### src/rtl/sar_pkg.sv
package sar_pkg;
  typedef enum logic [1:0] {
    SPD_FAST = 2'b00,
    SPD_NORM = 2'b01,
    SPD_LOW  = 2'b10
  } speed_e;

  typedef enum logic [1:0] {
    PH_IDLE,
    PH_CONV,
    PH_INIT,
    PH_HOLD
  } phase_e;
endpackage

### src/rtl/sar_edge.sv
module sar_edge (
  input  logic clk,
  input  logic d,
  output logic fall
);
  logic d_q;

  // Follows the input on every edge, reset or not, so the first sample is real
  always_ff @(posedge clk) d_q <= d;

  assign fall = d_q & ~d;
endmodule

### src/rtl/sar_seq.sv
module sar_seq
  import sar_pkg::*;
#(
  parameter int W        = 16,
  parameter int LEN_FAST = 8,
  parameter int LEN_NORM = 12,
  parameter int LEN_LOW  = 20,
  parameter int INIT_LEN = 4
) (
  input  logic         clk,
  input  logic         rst,
  input  logic         start_fall,
  input  logic         init_i,
  input  logic         pwrdn_i,
  input  logic [1:0]   speed_i,
  input  logic [W-1:0] sample_i,
  output logic         busy_o,
  output logic         load_o,
  output logic [W-1:0] result_o
);
  localparam int MAXL = (LEN_LOW > LEN_NORM) ?
                        ((LEN_LOW > LEN_FAST) ? LEN_LOW : LEN_FAST) :
                        ((LEN_NORM > LEN_FAST) ? LEN_NORM : LEN_FAST);
  localparam int LMAX = (MAXL > INIT_LEN) ? MAXL : INIT_LEN;
  localparam int CW   = $clog2(LMAX + 1);

  phase_e         phase;
  logic [CW-1:0]  cnt;
  logic [W-1:0]   hold;
  logic [CW-1:0]  len_sel;

  always_comb begin
    unique case (speed_i)
      SPD_FAST: len_sel = CW'(LEN_FAST - 1);
      SPD_NORM: len_sel = CW'(LEN_NORM - 1);
      default:  len_sel = CW'(LEN_LOW - 1);
    endcase
  end

  always_ff @(posedge clk) begin
    if (rst) begin
      phase    <= PH_IDLE;
      cnt      <= '0;
      busy_o   <= 1'b0;
      load_o   <= 1'b0;
      hold     <= '0;
      result_o <= '0;
    end else begin
      load_o <= 1'b0;
      if (init_i) begin
        // abort and wait for release
        phase  <= PH_HOLD;
        busy_o <= 1'b0;
      end else begin
        unique case (phase)
          PH_HOLD: begin
            phase    <= PH_INIT;
            busy_o   <= 1'b1;
            cnt      <= CW'(INIT_LEN - 1);
            result_o <= '0;
            load_o   <= 1'b1;
          end
          PH_IDLE: begin
            if (start_fall && !pwrdn_i) begin
              phase  <= PH_CONV;
              busy_o <= 1'b1;
              cnt    <= len_sel;
              hold   <= sample_i;
            end
          end
          default: begin
            if (cnt == '0) begin
              busy_o <= 1'b0;
              phase  <= PH_IDLE;
              if (phase == PH_CONV) begin
                result_o <= hold;
                load_o   <= 1'b1;
              end
            end else begin
              cnt <= cnt - 1'b1;
            end
          end
        endcase
      end
    end
  end
endmodule

### src/rtl/sar_port.sv
module sar_port #(
  parameter int W = 16
) (
  input  logic         clk,
  input  logic         rst,
  input  logic [W-1:0] result_i,
  input  logic         load_i,
  input  logic         init_i,
  input  logic         twos_i,
  input  logic         byte_mode_i,
  input  logic         swap_i,
  input  logic         cs_n_i,
  input  logic         rd_n_i,
  output logic         drive_o,
  output logic [W-1:0] data_o
);
  localparam int H = W / 2;

  logic         rd_q;
  logic         ptr;
  logic         rd_end;
  logic         en;
  logic [W-1:0] coded;
  logic [H-1:0] byte_sel;

  assign coded    = {result_i[W-1] ^ twos_i, result_i[W-2:0]};
  assign rd_end   = ~rd_q & rd_n_i & ~cs_n_i;
  assign en       = ~cs_n_i & ~rd_n_i & ~init_i;
  assign byte_sel = (ptr ^ swap_i) ? coded[H-1:0] : coded[W-1:H];

  always_ff @(posedge clk) begin
    if (rst) begin
      rd_q    <= 1'b1;
      ptr     <= 1'b0;
      drive_o <= 1'b0;
      data_o  <= '0;
    end else begin
      rd_q <= rd_n_i;
      if (load_i || init_i)
        ptr <= 1'b0;
      else if (byte_mode_i && rd_end)
        ptr <= ~ptr;
      drive_o <= en;
      if (!en)
        data_o <= '0;
      else if (byte_mode_i)
        data_o <= {{(W-H){1'b0}}, byte_sel};
      else
        data_o <= coded;
    end
  end
endmodule

### src/rtl/sar_ctrl_top.sv
module sar_ctrl_top #(
  parameter int W        = 16,
  parameter int LEN_FAST = 8,
  parameter int LEN_NORM = 12,
  parameter int LEN_LOW  = 20,
  parameter int INIT_LEN = 4
) (
  input  logic         clk,
  input  logic         rst,
  input  logic         cnv_n_i,
  input  logic         init_i,
  input  logic         pwrdn_i,
  input  logic [1:0]   speed_i,
  input  logic [W-1:0] sample_i,
  input  logic         twos_i,
  input  logic         byte_mode_i,
  input  logic         swap_i,
  input  logic         cs_n_i,
  input  logic         rd_n_i,
  output logic         busy_o,
  output logic         drive_o,
  output logic [W-1:0] data_o
);
  logic         start_fall;
  logic         load;
  logic [W-1:0] result;

  sar_edge u_cnv_edge (
    .clk  (clk),
    .d    (cnv_n_i),
    .fall (start_fall)
  );

  sar_seq #(
    .W(W), .LEN_FAST(LEN_FAST), .LEN_NORM(LEN_NORM),
    .LEN_LOW(LEN_LOW), .INIT_LEN(INIT_LEN)
  ) u_seq (
    .clk        (clk),
    .rst        (rst),
    .start_fall (start_fall),
    .init_i     (init_i),
    .pwrdn_i    (pwrdn_i),
    .speed_i    (speed_i),
    .sample_i   (sample_i),
    .busy_o     (busy_o),
    .load_o     (load),
    .result_o   (result)
  );

  sar_port #(.W(W)) u_port (
    .clk         (clk),
    .rst         (rst),
    .result_i    (result),
    .load_i      (load),
    .init_i      (init_i),
    .twos_i      (twos_i),
    .byte_mode_i (byte_mode_i),
    .swap_i      (swap_i),
    .cs_n_i      (cs_n_i),
    .rd_n_i      (rd_n_i),
    .drive_o     (drive_o),
    .data_o      (data_o)
  );
endmodule

### config.mk
export PLATFORM = sky130hd
export DESIGN_NAME = sar_ctrl_top
export DESIGN_NICKNAME = d
export VERILOG_FILES = /design/src/rtl/sar_pkg.sv /design/src/rtl/sar_edge.sv /design/src/rtl/sar_seq.sv /design/src/rtl/sar_port.sv /design/src/rtl/sar_ctrl_top.sv
export SDC_FILE = /design/constraint.sdc
export NUM_CORES = 1
export LEC_CHECK = 0
export BUFFER_PORTS_ARGS = -buffer_cell sky130_fd_sc_hd__buf_2
export CAP_MARGIN = 20
export CORE_MARGIN = 4
export CORE_UTILIZATION = 49
export DETAILED_ROUTE_END_ITERATION = 8
export GPL_TIMING_DRIVEN = 0
export PLACE_DENSITY = 0.74
export SYNTH_ARGS = -nofsm -noshare
export SYNTH_HDL_FRONTEND = slang
export SYNTH_SLANG_ARGS = --single-unit
export TNS_END_PERCENT = 5
### constraint.sdc
create_clock -name clk -period 1.6 [get_ports clk]
set_input_delay 0.32 -clock clk [delete_from_list [all_inputs] [get_ports clk]]
set_output_delay 0.32 -clock clk [all_outputs]
set_load 0.005 [all_outputs]
After elaboration in Yosys (flattened, before gate mapping). Index checks and enable logic that the tools add are counted.

Equal/unequal tests: 6. Add/subtract/negate cells: 1. Bitwise logic cells: 15. Multiplexer cells: 19. Reduce and logical (&&, ||, !) cells: 20.

Operator list (count): 2-to-1 mux 16 bit (2); case mux 16 bit (2 select lines) (1); case mux 5 bit (2 select lines) (2); 2-to-1 mux 8 bit (2); 2-to-1 mux 5 bit (2); inverter 1 bit (8); 2-to-1 mux 2 bit (3); AND reduction 3 bit (2); OR reduction 2 bit (3); AND 1 bit (5); zero test 5 bit (1); subtractor 5 x 1 -> 5 bit, second input constant (1); == test 2 x 1 -> 1 bit, second input constant (2); zero test 2 bit (2); 2-to-1 mux 1 bit (4); case mux 1 bit (2 select lines) (2); case mux 2 bit (2 select lines) (1); AND reduction 2 bit (2); AND reduction 4 bit (1); nonzero test 2 bit (2); nonzero test 4 bit (1); != test 3 x 2 -> 1 bit, second input constant (1); != test 3 bit, second input constant (1); nonzero test 3 bit (1); 7 further kinds (9).

Flip-flop bits (word level): 61. Bits of input ports: 28. Output and inout bits: 18.

Depth between registers and ports, before layout. Gate-level depths: netlist (run 1).

Depth after elaboration: 6. Mapped depth: 7. Gate-level depth less buffers: 6.

Hierarchy. Synthesis (run 1) repeated with hierarchy kept, for this count alone.

Cells, all modules: 270. Area total of the unflattened synthesis: 2434.8 µm².

By module, submodules not included: sar_seq (seq. area each 820.8 µm², cells each 205, instances 1, area an instance 1689.1 µm²); sar_port (seq. area each 380.4 µm², cells each 63, instances 1, area an instance 711.9 µm²); sar_edge (seq. area each 20.0 µm², cells each 2, instances 1, area an instance 33.8 µm²).

Least setup slack after synthesis (run 1). No wires, ideal clock.

Path kind: reg2reg. From: register u_seq.phase[0]. To: register u_seq.hold[0]. Arrival: 1.579 ns. Library setup time: 0.128 ns. Path slack: -0.106 ns. Clock period less this slack: 1.706 ns. Required time: 1.472 ns. Cell stages (with the launch flop): 8. Buffers on the path: 1. Cells stage by stage: dfxtp_1 -> inv_1 -> ha_1 -> inv_2 -> nor3_4 -> buf_12 -> mux2i_1 -> nor2_1.

Longest elaborated chain between the ends: 2.

Ends and longest elaborated chain: start: declaration (RTL line sar_seq.sv:27) `phase_e phase;`; start signal: assignment (RTL line sar_seq.sv:42) `phase <= PH_IDLE;`; start signal: assignment (RTL line sar_seq.sv:52) `phase <= PH_HOLD;`; start signal: assignment (RTL line sar_seq.sv:57) `phase <= PH_INIT;`; zero test 2 bit (RTL line sar_seq.sv:55) `unique case (phase)`; AND reduction 3 bit (no line); end signal: assignment (RTL line sar_seq.sv:68) `hold <= sample_i;`; end: declaration (RTL line sar_seq.sv:29) `logic [W-1:0] hold;`.

No other way between the ends. A chain may end at the register's enable or synchronous reset.

Final worst setup path (run 1).
From: register u_seq.cnt[0]. To: register u_seq.cnt[2].

Longest elaborated chain between the ends: 3. Elaborated cells between the ends (all ways): 6. Classes of those cells: add/sub: 1; eq/ne: 1; mux: 2; reduce/logical: 2.

Ends and longest elaborated chain: start: declaration (RTL line sar_seq.sv:28) `logic [CW-1:0] cnt;`; start signal: assignment (RTL line sar_seq.sv:59) `cnt <= CW'(INIT_LEN - 1);`; start signal: assignment (RTL line sar_seq.sv:67) `cnt <= len_sel;`; start signal: assignment (RTL line sar_seq.sv:80) `cnt <= cnt - 1'b1;`; subtractor 5 x 1 -> 5 bit / zero test 5 bit (equally long branches) (RTL line sar_seq.sv:80, sar_seq.sv:72); 2-to-1 mux 5 bit / != test 3 bit (equally long branches); case mux 5 bit (2 select lines) / AND reduction 3 bit (equally long branches).

Several ways; a longest one is shown, not always the timed one. The select of a mux whose other input is x is not followed.

==> flow_metrics.env, run 1 <==
export IMPL_yosysMostFrequentCell="dfxtp_1"
export IMPL_r2r_start="u_seq.cnt[0]"
export IMPL_die_height_um=79.45
export IMPL_status="finished, violations left"
export IMPL_vdd_drop_max_v=0.0006313
export IMPL_clock_skew_ns=0.009038
export IMPL_drtIter0Drc=134
export IMPL_grt_overflow=0
export IMPL_violations="setup timing"
export IMPL_synth_area_leaders="dfxtp_1 (49%), mux2i_1 (9.6%), nand4b_1 (5.6%)"
export IMPL_max_slew_worst_pin_slew_ns=0.4824
export IMPL_synthSimpleGateAreaFrac_pct=19.31
export IMPL_async_flop_share_pct=0
export IMPL_rsz0062_at_grt="yes"
export IMPL_ant_nets=0
export IMPL_instances_no_fill=390
export IMPL_setup_viol=3
export IMPL_min_delay_path_class="in -> reg"
export IMPL_synth_distinct_cells=40
export IMPL_path_common_cell="buf_6"
export IMPL_placedCellCount=363
export IMPL_start_util_pct=51.59
export IMPL_synth_area_um2=2501
export IMPL_synthFlopType="dfxtp_1"
export IMPL_hpwl_um=3609
export IMPL_maxCapViolations=0
export IMPL_antenna_found_initial=0
export IMPL_slew_headroom_pct=67.84
export IMPL_fmax_mhz=599.4
export IMPL_cts_buffer_depth=2
export IMPL_routed_via_count=1997
export IMPL_core_um2=4848
export IMPL_synth_area_per_cell_um2=9.886
export IMPL_synth_top_area_cell="dfxtp_1"
export IMPL_yosysSeqAreaShare_pct=48.82
export IMPL_endpoint_kind="flop"
export IMPL_drive_above_1_share_pct=32.20
export IMPL_synth_xor_area_share_pct=1.401
export IMPL_viasPerCell=5.121
export IMPL_cts_inserted_buffers=9
export IMPL_num_io_pins=46
export IMPL_worst_r2r_endpoint="u_seq.cnt[2]"
export IMPL_synth_top_area_share_pct=48.82
export IMPL_synth_compound_area_share_pct=13.56
export IMPL_final_area_um2=3183
export IMPL_ctsHoldBuffers=0
export IMPL_firstDrtPassIters=5
export IMPL_slew_violations=0
export IMPL_startpoint_type="flop"
export IMPL_wire_per_inst_um=13.64
export IMPL_cp_arrival_ns=1.87
export IMPL_clkSinkCount=61
export IMPL_synth_edff_count=0
export IMPL_clk_pin_slew_ns=0.07
export IMPL_grt_pass1_vias=1855
export IMPL_slowest_delay_ns=0.34
export IMPL_gp_congestion=0.8131
export IMPL_die_w_um=79.45
export IMPL_crit_path_top_delay_cell="dfxtp_2"
export IMPL_clockRootBuffer="clkbuf_8"
export IMPL_path_cells="inv_2, ha_4, nor4b_4, buf_4, buf_6, buf_6, o21a_1, o31ai_1, a21oi_1"
export IMPL_finalWirelength_um=5318
export IMPL_reg2reg_slack_ns=-0.07
export IMPL_power_density_nw_per_um2=1117
export IMPL_synth_mux_area_share_pct=9.605
export IMPL_grt_max_degree=13
export IMPL_area_delta_synth_final_pct=27.26
export IMPL_finalCritPeriodShare_pct=104.3
export IMPL_die_area_um2=6312
export IMPL_min_from="cnv_n_i"
export IMPL_startpoint="u_seq.cnt[0]"
export IMPL_grt_pass1_wl_um=8928
export IMPL_setup_slack_ns=-0.06837
export IMPL_crit_type="reg -> reg"
export IMPL_tritoncts="done"
export IMPL_synth_top_family_by_area="simple AND/OR/NAND/NOR gates"
export IMPL_min_period_ns=1.668
export IMPL_whs_path_depth=1
export IMPL_final_nets=351
export IMPL_hold_viol=0
export IMPL_cp_endpoint="u_seq.cnt[2]"
export IMPL_clk_latency_ns=0.34
export IMPL_synth_fa_ha_area_share_pct=2.501
export IMPL_synthTopCellsByCount="dfxtp_1 (61), nor2_1 (35), mux2i_1 (24), a21oi_1 (22), nand4b_1 (16)"
export IMPL_synth_seq_cells=61
export IMPL_drc=0
export IMPL_placed_area_um2=2800
export IMPL_rows=25
export IMPL_grtUsageTotal_pct=18.36
export IMPL_synth_nets=286
export IMPL_holdWs_ns=0.09778
export IMPL_leakagePower_uw=0.001305
export IMPL_syn_inst=253
export IMPL_worstPathRequired_ns=1.80
export IMPL_ys_warn_count=0
export IMPL_path_max_fanout=3
export IMPL_cts_max_level=3
export IMPL_antenna_cells=0
export IMPL_io_buffers=43
export IMPL_r2r_cells=9
==> worst min path at each step <==
stage,end,slack (ns)
after floorplan,u_cnv_edge.d_q,0.35
after global placement,u_port.ptr,0.38
after detailed placement,u_port.ptr,0.38
after CTS,u_cnv_edge.d_q,0.09
after global routing,u_cnv_edge.d_q,0.09
final,u_cnv_edge.d_q,0.1
==> state kept, by name (all words and copies together) (netlist names) <==
signal	count
u_port.data_o	16
u_seq.load_o	1
u_port.rd_q	1
u_seq.result_o	16
u_port.drive_o	1
u_cnv_edge.d_q	1
u_seq.hold	16
u_seq.cnt	5
u_seq.phase	2
u_seq.busy_o	1
u_port.ptr	1
==> critical path: cells and delay by family, from the launching register on <==
kind | cells | cell delay [ns]
AND/OR/NAND/NOR | 1 | 0.13
flip-flops | 1 | 0.34
adder cells (fa/ha/maj) | 1 | 0.15
buffers and inverters | 4 | 0.44
AO/OA/AOI/OAI | 3 | 0.48
==> cells in the final DEF, fill, tap and decap left out, types with 2 or more instances in the layout <==
cell type / synthesis / final
buf_6: 2 / 6
nor3b_1: 2 / 2
xor2_1: 2 / 2
inv_1: 7 / 3
o21a_1: 2 / 2
buf_12: 1 / 2
xnor2_1: 2 / 2
ha_4: 0 / 2
a21oi_1: 22 / 20
clkbuf_8: 0 / 9
inv_2: 1 / 5
clkinv_2: 0 / 2
ha_1: 5 / 3
nor4_1: 3 / 2
dfxtp_1: 61 / 58
buf_4: 0 / 7
o21ai_1: 5 / 11
o21ai_0: 15 / 8
nand4b_1: 16 / 16
nor3_1: 2 / 2
clkbuf_2: 0 / 3
nor4bb_1: 2 / 2
clkbuf_1: 10 / 6
and2_1: 8 / 8
clkinv_4: 0 / 2
a21oi_2: 1 / 3
dfxtp_2: 0 / 3
buf_2: 2 / 44
nor2_1: 35 / 34
nand2_1: 6 / 5
mux2i_1: 24 / 23
==> report_power, final <==
part           switching, µW  leakage (µW)  internal (µW)
Sequential              30.3      0.000495           1550
Clock                    629     0.0000996            723
Combinational            312      0.000711            310
Total                    971       0.00131           2590
==> stage by stage <==
stage	setup slack [ns]	util [%]	TNS, ns	total power, µW
2_1_floorplan	-0.1062	-	-1.217	1936
3_3_place_gp	-0.3395	57.75	-8.221	2036
3_5_place_dp	-0.3760	57.75	-9.503	2046
4_1_cts	-0.07466	64.34	-0.1861	3519
5_1_grt	-0.1351	65.65	-1.421	3722
6_report	-0.06837	65.65	-0.1573	3557
==> layer usage <==
layer	GRT usage, %	wire, µm	vias to the layer above
met4	11.00	78	0
met3	4.176	369	9
met5	0	0	-
met1	26.17	2653	910
met2	24.96	2216	52
li1	-	-	1026
==> timing repair <==
action | in CTS | in global routing
gates resized for setup | 17 | 22
setup endpoints to repair | 39 | 34
pin swaps | 5 | 11
buffers inserted | 11 | 1
==> layout make-up <==
type	instances	area [µm²]
flip-flops and latches	61	1225
fillers	395	1665
multi-input cells	169	1221
inverters	8	30.03
plain buffers	15	103.9
clock inverters	7	73.82
well taps	67	83.83
clock buffers	9	123.9
repair buffers	54	321.6
==> logic make-up (layout without fill, tap and decap cells) <==
family | count (synthesis) | after routing
DFF | 61 | 61
adders and majority gates | 5 | 5
and+or+nand+nor | 81 | 81
xor gates and xnor gates | 4 | 4
muxes | 24 | 24
AOI/OAI and AO/OA | 55 | 55
buffers and inverters | 23 | 93
No activity file was read; power rests on OpenSTA's default activity.
==> inputs of run 2 (changes only) <==
--- a/config.mk
+++ b/config.mk
@@ -12,6 +12,7 @@
 export DETAILED_ROUTE_END_ITERATION = 8
 export GPL_TIMING_DRIVEN = 0
 export PLACE_DENSITY = 0.74
+export SETUP_SLACK_MARGIN = 0.15
 export SYNTH_ARGS = -nofsm -noshare
 export SYNTH_HDL_FRONTEND = slang
 export SYNTH_SLANG_ARGS = --single-unit
==> run 2 against run 1 <==
Non-clock buffer count rose by 1. Hold slack improved by 0.0059 ns. Worst setup slack got worse by 0.077 ns. Critical endpoint is now u_seq.cnt[3]. The flow still finishes with violations (setup timing). Flip-flop and latch count did not move. First-iteration DRC count rose by 17%. Wire length fell by 0.36%. Global-route usage fell by 0.17 points.
==> flow_metrics.env, run 2 (same netlist as run 1, synthesis figures left out) <==
export IMPL_finalWirelength_um=5299
export IMPL_slew_violations=0
export IMPL_hpwl_um=3609
export IMPL_dp_slack_ns=-0.3760
export IMPL_clk_latency_ns=0.33
export IMPL_grt_max_degree=13
export IMPL_area_delta_synth_final_pct=27.21
export IMPL_slew_headroom_pct=67.41
export IMPL_ant_nets=0
export IMPL_r2r_start="u_seq.cnt[0]"
export IMPL_routed_via_count=1997
export IMPL_num_io_pins=46
export IMPL_cp_endpoint="u_seq.cnt[3]"
export IMPL_viasPerCell=5.107
export IMPL_layout_commonest_cell="dfxtp_1"
export IMPL_die_height_um=79.45
export IMPL_setup_slack_ns=-0.1458
export IMPL_startpoint="u_seq.cnt[0]"
export IMPL_cts_inserted_buffers=9
export IMPL_max_slew_worst_pin_slew_ns=0.4888
export IMPL_antenna_cells=0
export IMPL_gp_congestion=0.8131
export IMPL_hold_viol=0
export IMPL_top_regs="u_port.data_o (16), u_seq.hold (16), u_seq.result_o (16)"
export IMPL_grt_pass1_wl_um=8825
export IMPL_core_um2=4848
export IMPL_worstPathRequired_ns=1.80
export IMPL_start_util_pct=51.59
export IMPL_grt_pass1_vias=1847
export IMPL_clk_pin_slew_ns=0.07
export IMPL_startpoint_type="flop"
export IMPL_instances_no_fill=391
export IMPL_r2r_cells=9
export IMPL_clkSinkCount=61
export IMPL_path_max_fanout=4
export IMPL_antenna_found_initial=0
export IMPL_drtIter0Drc=157
export IMPL_drc=0
export IMPL_io_buffers=43
export IMPL_rows=25
export IMPL_crit_type="reg -> reg"
export IMPL_die_area_um2=6312
export IMPL_placedCellCount=363
export IMPL_firstDrtPassIters=4
export IMPL_maxCapViolations=0
export IMPL_drive_above_1_share_pct=31.79
export IMPL_ctsHoldBuffers=0
export IMPL_status="finished, violations left"
export IMPL_power_density_nw_per_um2=1116
export IMPL_tritoncts="done"
export IMPL_leakagePower_uw=0.001314
export IMPL_grtUsageTotal_pct=18.20
export IMPL_finalCritPeriodShare_pct=109.1
export IMPL_die_w_um=79.45
export IMPL_cts_buffer_depth=2
export IMPL_min_period_ns=1.746
export IMPL_vdd_drop_max_v=0.0006362
export IMPL_min_delay_path_class="in -> reg"
export IMPL_endpoint_kind="flop"
export IMPL_cp_arrival_ns=1.95
export IMPL_cts_max_level=3
export IMPL_clock_skew_ns=0.008277
export IMPL_layout_common_cells="dfxtp_1 (58), buf_2 (44), nor2_1 (34)"
export IMPL_final_nets=352
export IMPL_grt_overflow=0
export IMPL_fmax_mhz=572.8
export IMPL_clockRootBuffer="clkbuf_8"
export IMPL_wire_per_inst_um=13.55
export IMPL_setup_viol=8
export IMPL_worst_r2r_endpoint="u_seq.cnt[3]"
export IMPL_fillers=393
export IMPL_reg2reg_slack_ns=-0.15
export IMPL_rsz0062_at_grt="yes"
export IMPL_violations="setup timing"
export IMPL_finalSetupTns_ns=-0.5612
-- run 2: cell type report --
| class | instances | area, µm² | area share, % |
|---|---|---|---|
| Sequential cell | 61 | 1225 | 38.50 |
| Multi-Input combinational cell | 169 | 1216 | 38.22 |
| Timing Repair Buffer | 55 | 324.1 | 10.18 |
| Clock buffer | 9 | 123.9 | 3.893 |
| Buffer | 15 | 105.1 | 3.303 |
| Tap cell | 67 | 83.83 | 2.635 |
| Clock inverter | 7 | 73.82 | 2.320 |
| Inverter | 8 | 30.03 | 0.9438 |
-- run 2: worst min path at each step --
stage | end | slack [ns] | startpoint | cells after the start
floorplan | u_cnv_edge.d_q | 0.35 | cnv_n_i | 0
finish | u_cnv_edge.d_q | 0.10 | cnv_n_i | 1
global placement | u_port.ptr | 0.38 | u_seq.load_o | 1
global route | u_cnv_edge.d_q | 0.09 | cnv_n_i | 1
CTS | u_cnv_edge.d_q | 0.09 | cnv_n_i | 1
detailed placement | u_port.ptr | 0.38 | u_seq.load_o | 1
-- run 2: what timing repair did --
| action | in CTS | in global routing |
|---|---|---|
| resized for setup | 20 | 16 |
| pin swaps | 15 | 14 |
| cloned | 0 | 1 |
| setup endpoints to repair | 41 | 41 |
| buffers inserted | 9 | 2 |
| endpoints found under the hold margin | 0 | 0 |
-- run 2: through the flow --
step / hold slack [ns] / total power [µW] / cell area [µm²] / util, %
after floorplan: 0.3477 / 1936 / 2501 / -
after global placement: 0.3758 / 2036 / 2800 / 57.75
after detailed placement: 0.3807 / 2046 / 2800 / 57.75
after CTS: 0.08969 / 3502 / 3109 / 64.13
after global routing: 0.09075 / 3718 / 3182 / 65.63
final: 0.1037 / 3551 / 3182 / 65.63
-- run 2: worst max-delay path, cell delays in order (launching register included) --
cell	delay, ns
dfxtp_2	0.33
inv_2	0.05
ha_4	0.14
nor4b_4	0.12
buf_4	0.15
buf_6	0.12
buf_6	0.11
o41a_1	0.31
o31ai_2	0.18
a21oi_1	0.09
-- run 2: layer usage --
metal	up-vias	GRT usage (%)	part of all wire (%)
li1	1026	-	-
met1	902	25.89	49
met2	58	24.79	42
met3	11	4.176	5.9
met4	0	10.82	2.4
met5	-	0	0
-- run 2: where the power goes --
part	internal (µW)	total (µW)	switching [µW]
sequential	1550	1590	31.8
combinational	303	617	314
clock	723	1350	626
total	2580	3550	971
==> inputs of run 3 (changes only) <==
--- a/config.mk
+++ b/config.mk
@@ -11,7 +11,7 @@
 export CORE_UTILIZATION = 49
 export DETAILED_ROUTE_END_ITERATION = 8
 export GPL_TIMING_DRIVEN = 0
-export PLACE_DENSITY = 0.74
+export PLACE_DENSITY = 0.76
 export SETUP_SLACK_MARGIN = 0.15
 export SYNTH_ARGS = -nofsm -noshare
 export SYNTH_HDL_FRONTEND = slang
==> run 3 against run 2 <==
Clock skew rose by 0.00054 ns. Hold slack improved by 0.0032 ns. The run still ends with setup timing left. Critical endpoint is now u_seq.cnt[2]. Cell count rose by 1.5%. Sequential power barely moved. Utilization rose by 2.2 points. Global-route usage rose by 0.16 points.
==> flow_metrics.env, run 3 (same netlist as run 1, synthesis figures left out) <==
export IMPL_power_switching_uw=931.2
export IMPL_hold_viol=0
export IMPL_ant_nets=0
export IMPL_antenna_found_initial=0
export IMPL_vdd_drop_max_v=0.0008306
export IMPL_grt_max_degree=11
export IMPL_hpwl_um=3663
export IMPL_viasPerCell=5.053
export IMPL_startpoint_type="flop"
export IMPL_seq_power_share_pct=43.0
export IMPL_die_area_um2=6312
export IMPL_gp_congestion=0.8126
export IMPL_status="finished, violations left"
export IMPL_cts_buffer_depth=2
export IMPL_maxCapViolations=0
export IMPL_p_int_uw=2753
export IMPL_pwr_share_clk_pct=38.2
export IMPL_start_util_pct=51.59
export IMPL_dp_slack_ns=-0.3538
export IMPL_cp_arrival_ns=1.83
export IMPL_cts_inserted_buffers=9
export IMPL_clock_skew_ns=0.008812
export IMPL_antenna_cells=0
export IMPL_setup_viol=6
export IMPL_grt_pass1_vias=1889
export IMPL_total_power_uw=3684
export IMPL_setup_slack_ns=-0.03179
export IMPL_rows=25
export IMPL_grtUsageTotal_pct=18.36
export IMPL_slew_violations=0
export IMPL_drc=0
export IMPL_endpoint_kind="flop"
export IMPL_layout_commonest_cell="dfxtp_1"
export IMPL_fmax_mhz=612.8
export IMPL_slew_headroom_pct=66.68
export IMPL_firstDrtPassIters=4
export IMPL_worstPathRequired_ns=1.79
export IMPL_ctsHoldBuffers=0
export IMPL_leakagePower_uw=0.001364
export IMPL_tritoncts="done"
export IMPL_area_delta_synth_final_pct=31.42
export IMPL_crit_type="reg -> reg"
export IMPL_core_um2=4848
export IMPL_finalCritPeriodShare_pct=102.0
export IMPL_clkSinkCount=61
export IMPL_violations="setup timing"
export IMPL_rsz0062_at_grt="yes"
export IMPL_min_period_ns=1.632
export IMPL_routed_via_count=2006
export IMPL_grt_overflow=0
export IMPL_min_delay_path_class="in -> reg"
export IMPL_layout_common_cells="dfxtp_1 (58), buf_2 (44), nor2_1 (34)"
export IMPL_die_w_um=79.45
export IMPL_die_height_um=79.45
export IMPL_max_slew_worst_pin_slew_ns=0.4999
export IMPL_grt_pass1_wl_um=8887
export IMPL_num_io_pins=46
export IMPL_wire_per_inst_um=13.74
export IMPL_drtIter0Drc=114
export IMPL_comb_power_share_pct=18.8
export IMPL_top_regs="u_port.data_o (16), u_seq.hold (16), u_seq.result_o (16)"
export IMPL_drive_above_1_share_pct=34.85
export IMPL_fillers=387
export IMPL_path_max_fanout=5
export IMPL_clk_pin_slew_ns=0.07
export IMPL_power_density_nw_per_um2=1121
export IMPL_clockRootBuffer="clkbuf_8"
export IMPL_finalWirelength_um=5456
export IMPL_cts_max_level=3
export IMPL_io_buffers=43
export IMPL_power_switching_share_pct=25.27
export IMPL_clk_latency_ns=0.33
export IMPL_final_nets=359
run 3: timing repair:
action	4_1_cts	5_1_grt
setup buffers	14	3
gates cloned	2	0
pin swaps	23	16
gates resized for setup	41	12
endpoints found under the setup margin	41	41
run 3: area by class of cell:
cell class	count	area, µm²	share of cell area, %
multi-input combinational	169	1236	37.61
clock buffer	12	165.2	5.025
tap	67	83.83	2.550
sequential	61	1225	37.27
timing repair buffer	62	395.4	12.03
inverter	8	32.53	0.9897
buffer	15	105.1	3.198
clock inverter	3	43.79	1.332
run 3: worst paths after layout:
path | end | slack [ns] | cells after the start | startpoint
max | u_seq.cnt[2] | -0.03 | 9 | u_seq.cnt[1]
min | u_cnv_edge.d_q | 0.11 | 1 | cnv_n_i
max reg2reg | u_seq.cnt[2] | -0.03 | 9 | u_seq.cnt[1]
min reg2reg | u_port.ptr | 0.39 | 1 | u_seq.load_o
run 3: metal layers:
layer  part of all wire, %  global-route usage, %  routed length (µm)
met5                     0                      0                   0
met4                   2.5                  11.00                 137
met3                   5.0                  4.628                 274
met2                    45                  27.13                2451
met1                    48                  24.01                2592
run 3: through the flow:
step / instance area [µm²] / util, % / cells / setup TNS, ns / hold slack (ns)
4_1_cts: 3218 / 66.37 / 394 / -0.2956 / 0.09202
3_3_place_gp: 2800 / 57.75 / 363 / -8.294 / 0.3749
5_1_grt: 3287 / 67.79 / 397 / -1.677 / 0.09356
6_report: 3287 / 67.79 / 397 / -0.09273 / 0.1069
2_1_floorplan: 2501 / - / 253 / -1.217 / 0.3477
3_5_place_dp: 2800 / 57.75 / 363 / -9.138 / 0.3806
run 3: worst max-delay path: stages, from the launching register on:
cell and delay (ns):
dfxtp_2 0.34, inv_2 0.05, ha_4 0.14, nor4b_4 0.12
buf_6 0.14, buf_6 0.12, buf_6 0.10, o21a_1 0.17
o31ai_1 0.22, a21oi_1 0.09
run 3: power groups by stage:
| stage | Sequential, µW | Combinational, µW | Clock (µW) |
|---|---|---|---|
| floorplan | 1610 | 326 | 0 |
| global placement | 1620 | 419 | 0 |
| detailed placement | 1620 | 432 | 0 |
| CTS | 1580 | 629 | 1440 |
| global route | 1590 | 750 | 1520 |
| finish | 1580 | 692 | 1410 |
